`src/rtl/spike_lockout_pkg.sv`:
```
package spike_lockout_pkg;

    // Default width of the lockout counter and of the window-length input.
    localparam int unsigned LOCK_CNT_W_DEF = 16;

    // State held by the edge detector: the previous input sample.
    typedef struct packed {
        logic prev;
    } edge_state_t;

    // State held by the output stage: the filtered output level.
    typedef struct packed {
        logic level;
    } out_state_t;

endpackage

```
`src/rtl/spike_lockout_edge.sv`:
```
module spike_lockout_edge
    import spike_lockout_pkg::*;
(
    input  logic clk_i,
    input  logic rst_i,
    input  logic din_i,
    output logic edge_o
);

    edge_state_t st_d;
    edge_state_t st_q;

    // Next-state logic: remember the current sample for the next tick.
    always_comb begin
        st_d      = st_q;
        st_d.prev = din_i;
        if (rst_i) begin
            st_d.prev = 1'b0;
        end
    end

    // State register.
    always_ff @(posedge clk_i) begin
        st_q <= st_d;
    end

    // An edge is a difference between this sample and the last one.
    // The result is combinational, so it acts in the same cycle.
    assign edge_o = din_i ^ st_q.prev;

endmodule

```
`src/rtl/spike_lockout_cnt.sv`:
```
module spike_lockout_cnt #(
    parameter int unsigned CNT_W = spike_lockout_pkg::LOCK_CNT_W_DEF
) (
    input  logic             clk_i,
    input  logic             rst_i,
    input  logic             edge_i,
    input  logic [CNT_W-1:0] lock_len_i,
    output logic [CNT_W-1:0] cnt_o,
    output logic             lock_o,
    output logic             term_o
);

    localparam logic [CNT_W-1:0] CNT_ZERO = '0;
    localparam logic [CNT_W-1:0] CNT_ONE  = {{(CNT_W-1){1'b0}}, 1'b1};

    typedef struct packed {
        logic [CNT_W-1:0] cnt;
    } cnt_state_t;

    cnt_state_t       st_d;
    cnt_state_t       st_q;
    logic [CNT_W-1:0] len_eff;
    logic             lock_w;
    logic             term_w;

    // A setting of zero is raised to one, so every accepted edge is
    // followed by at least one blanked tick.
    always_comb begin
        len_eff = lock_len_i;
        if (lock_len_i == CNT_ZERO) begin
            len_eff = CNT_ONE;
        end
    end

    // Status flags decoded from the current count.
    always_comb begin
        lock_w = (st_q.cnt != CNT_ZERO);
        term_w = (st_q.cnt >= len_eff);
    end

    // Next-state logic. The terminal flag has priority: it reloads the
    // count to zero. Otherwise the count advances while an edge is seen
    // or a window is running, and holds when neither is true.
    always_comb begin
        st_d = st_q;
        if (rst_i) begin
            st_d.cnt = CNT_ZERO;
        end else if (term_w) begin
            st_d.cnt = CNT_ZERO;
        end else if (edge_i || lock_w) begin
            st_d.cnt = st_q.cnt + CNT_ONE;
        end
    end

    // State register.
    always_ff @(posedge clk_i) begin
        st_q <= st_d;
    end

    assign cnt_o  = st_q.cnt;
    assign lock_o = lock_w;
    assign term_o = term_w;

endmodule

```
`src/rtl/spike_lockout_out.sv`:
```
module spike_lockout_out
    import spike_lockout_pkg::*;
(
    input  logic clk_i,
    input  logic rst_i,
    input  logic din_i,
    input  logic lock_i,
    output logic dout_o
);

    out_state_t st_d;
    out_state_t st_q;

    // Next-state logic. During a window the output is frozen. When idle,
    // the output takes the input level, with or without an edge.
    always_comb begin
        st_d = st_q;
        if (rst_i) begin
            st_d.level = 1'b0;
        end else if (!lock_i) begin
            st_d.level = din_i;
        end
    end

    // State register.
    always_ff @(posedge clk_i) begin
        st_q <= st_d;
    end

    assign dout_o = st_q.level;

endmodule

```
`src/rtl/spike_lockout_filter.sv`:
```
module spike_lockout_filter #(
    parameter int unsigned CNT_W = spike_lockout_pkg::LOCK_CNT_W_DEF
) (
    input  logic             clk_i,
    input  logic             rst_i,
    input  logic             din_i,
    input  logic [CNT_W-1:0] lock_len_i,
    output logic             dout_o
);

    logic             edge_w;
    logic [CNT_W-1:0] cnt_w;
    logic             lock_w;
    logic             term_w;

    spike_lockout_edge u_edge (
        .clk_i  (clk_i),
        .rst_i  (rst_i),
        .din_i  (din_i),
        .edge_o (edge_w)
    );

    spike_lockout_cnt #(
        .CNT_W (CNT_W)
    ) u_cnt (
        .clk_i      (clk_i),
        .rst_i      (rst_i),
        .edge_i     (edge_w),
        .lock_len_i (lock_len_i),
        .cnt_o      (cnt_w),
        .lock_o     (lock_w),
        .term_o     (term_w)
    );

    spike_lockout_out u_out (
        .clk_i  (clk_i),
        .rst_i  (rst_i),
        .din_i  (din_i),
        .lock_i (lock_w),
        .dout_o (dout_o)
    );

endmodule

```
`config.mk`:
```
export PLATFORM = sky130hd
export DESIGN_NAME = spike_lockout_filter
export DESIGN_NICKNAME = d
export VERILOG_FILES = /design/src/rtl/spike_lockout_pkg.sv /design/src/rtl/spike_lockout_edge.sv /design/src/rtl/spike_lockout_cnt.sv /design/src/rtl/spike_lockout_out.sv /design/src/rtl/spike_lockout_filter.sv
export SDC_FILE = /design/constraint.sdc
export NUM_CORES = 1
export LEC_CHECK = 0
export CORE_UTILIZATION = 35
export DETAILED_ROUTE_END_ITERATION = 6
export PLACE_DENSITY = 0.56
export SYNTH_ARGS = -nofsm -noshare
export SYNTH_HDL_FRONTEND = slang
export SYNTH_SLANG_ARGS = --single-unit
```
`constraint.sdc`:
```
create_clock -name clk_i -period 2.6 [get_ports clk_i]
set_input_delay 0.26 -clock clk_i [delete_from_list [all_inputs] [get_ports clk_i]]
set_output_delay 0.26 -clock clk_i [all_outputs]
set_load 0.005 [all_outputs]
```
==> impl_metrics.toml <==
[outcome]
status = "finished clean"

[final_layout]
stdcell_count = 226
seqCellArea_um2 = 360
fin_nets = 216
synthToLayoutAreaGrowth_pct = 24.4
layout-drive-gt1-share = 0.112
finalInstanceArea_um2 = 1680
antenna_cells = 0
multi_input_area_um2 = 898
nFillCells = 392

[logic_synthesis]
syn_inst = 153
synth_fp_nets = 190
synth_edf_count = 0
async_flop_share = 0
synth_top_area_cell = "dfxtp_1"
ys_types = 37
yosysWarnings = 0
ys_top_cells_by_area = "dfxtp_1 (27%), ha_1 (17%), a211oi_1 (6.7%)"
syn-cell-area_um2 = 1350
yosysMostFrequentCell = "inv_1"
synthTopCellsByCount = "inv_1 (21), dfxtp_1 (18), ha_1 (18), a211oi_1 (12), xnor2_1 (10)"
synth.avg_cell_area_um2 = 8.83
ys_seq_area_frac = 0.267
synth_seq_cells = 18
synth-main-ff-cell = "dfxtp_1"
netlist.area_leader.share = 0.267

[sta]
min_period_over_period = 0.893
finalSetupViolCount = 0
max_slew.worst_pin.slew_ns = 0.444
finalClockSkew_ns = 0.00269
slew_viol_final = 0
max_freq_mhz = 431
worst_slack_ns = 0.279
hold_viol = 0
max_slew_margin = 0.704
rsz0062_at_grt = "no"
min_period_ns = 2.32
hold_ws_ns = 0.502

[pwr]
switching_share = 0.276
powerDensity_nw_per_um2 = 418
ir_drop_v = 0.000200
power.internal_uw = 509
power_frac_comb = 0.227
p_leak_nw = 0.664
p_total_uw = 702
clkPwrFrac = 0.328
seqPwrFrac = 0.445
switching_power_uw = 194

[clocking]
h-tree-depth = 1
cts_hold_buf = 0
clkTransAtPathRegs_ns = 0.07
cts_sinks = 18
cts_buffer_depth = 2
clkLatencyLatePin_ns = 0.25
cts-resized-gates = 0
cts_root_buffer = "clkbuf_8"
cts_buffers = 3
cts_setup_buffers = 0
cts_tree = "yes"

[floorplanning]
initial_core_util = 0.366
dieWidth_um = 64.1
io-pin-count = 20
core_area_um2 = 3690
dieHeight_um = 64.1
placement_rows = 22
dieArea_um2 = 4110

[flow_run]
drv_cap = 0

[drt]
dr.pass1.iters = 4
drc = 0
wl_per_cell_um = 13.4
vias = 1197
drtAntennaViolNets = 0
viasPerCell = 5.30
initialDrtViolationCount = 41
wirelength_mm = 3.03

[place]
place_ws_ns = -0.00569
io_buffers = 19
routabilityCongestion = 0.841
place_inst = 222
hpwl_mm = 2.43
placed_area_um2 = 1630

[setup_path]
cp.required_ns = 2.76
critical_path_arrival_ns = 2.48
crit_type = "in -> reg"
critPathMaxFanout = 10
worst_setup_path_start_kind = "input pin"
end_kind = "flop"

[grt]
grt_max_degree = 17
globalRoute.totalOverflow = 0
grt_pass1_vias = 1179
antenna_found_initial = 0
grt_use_total = 0.160
grt_pass1_wl_mm = 5.24

[min_path]
worst_hold_path_type = "reg -> reg"
==> layer usage <==
metal | vias up | GRT usage | routed length, um
li1 | 622 | - | -
met1 | 550 | 0.217 | 1460
met2 | 21 | 0.263 | 1440
met3 | 4 | 0.0339 | 106
met4 | 0 | 0.0250 | 23
met5 | - | 0 | 0
==> layout make-up <==
class	count	area share
well taps	48	0.0357
repair buffers	24	0.136
clock buffers	4	0.0328
multi-input cells	111	0.535
flip-flops and latches	18	0.214
inverters	21	0.0469
==> layout by cell type (no fill, tap or decap), types with 3 or more instances in the layout <==
master	count
a211oi_1	12
a21oi_1	5
buf_4	5
clkbuf_8	4
clkdlybuf4s50_1	19
dfxtp_1	18
ha_1	18
inv_1	21
nand2_1	7
nand3_1	8
nand4_1	4
nor2_1	3
nor3_1	7
nor4_1	7
xnor2_1	10
xor2_1	4
==> final timing paths <==
kind,from,endpoint,slack (ns),depth (start not counted)
setup / recovery,lock_len_i[5],u_cnt.cnt_o[4]$_SDFFE_PP0P_,0.28,9
hold / removal,u_out.dout_o$_SDFFE_PP0N_,u_out.dout_o$_SDFFE_PP0N_,0.50,2
setup reg to reg,u_cnt.cnt_o[2]$_SDFFE_PP0P_,u_cnt.cnt_o[4]$_SDFFE_PP0P_,0.63,6
hold reg to reg,u_out.dout_o$_SDFFE_PP0N_,u_out.dout_o$_SDFFE_PP0N_,0.50,2
==> state kept, by name, indices dropped and copies added, names as in the netlist <==
name	flops
u_out.dout_o	1
u_edge.st_q	1
u_cnt.cnt_o	16
==> power groups by stage <==
stage               clock network (mW)  logic, mW  registers (mW)
finish                           0.230      0.159           0.313
global route                     0.247      0.181           0.316
CTS                              0.235      0.161           0.312
detailed placement                   0      0.160           0.318
global placement                     0      0.158           0.319
floorplan                            0     0.0994           0.312
==> stage by stage <==
step                       util  TNS [ns]
final                     0.456         0
after global placement    0.441         0
after global routing      0.456         0
after CTS                 0.456         0
after floorplan               -         0
after detailed placement  0.441  -0.00569
==> worst max-delay path, stage by stage <==
cell and delay (ns):
clkdlybuf4s50_1 0.42, nor4_1 0.40, a41o_1 0.23, ha_1 0.22, nand2b_1 0.14, a31oi_1 0.21, o311ai_2 0.16, buf_4 0.22
a211oi_1 0.22
==> kinds of logic (layout without fill, tap and decap cells) <==
logic type	count (synthesis)	count (layout)	share of synthesized area
DFF	18	18	0.267
muxes	1	1	0.00741
and+or+nand+nor	46	46	0.208
AOI/OAI and AO/OA	32	32	0.192
adders and majority gates	18	18	0.167
buffers and inverters	24	49	0.0685
xor gates and xnor gates	14	14	0.0907
(Power assumes the default switching activity.)
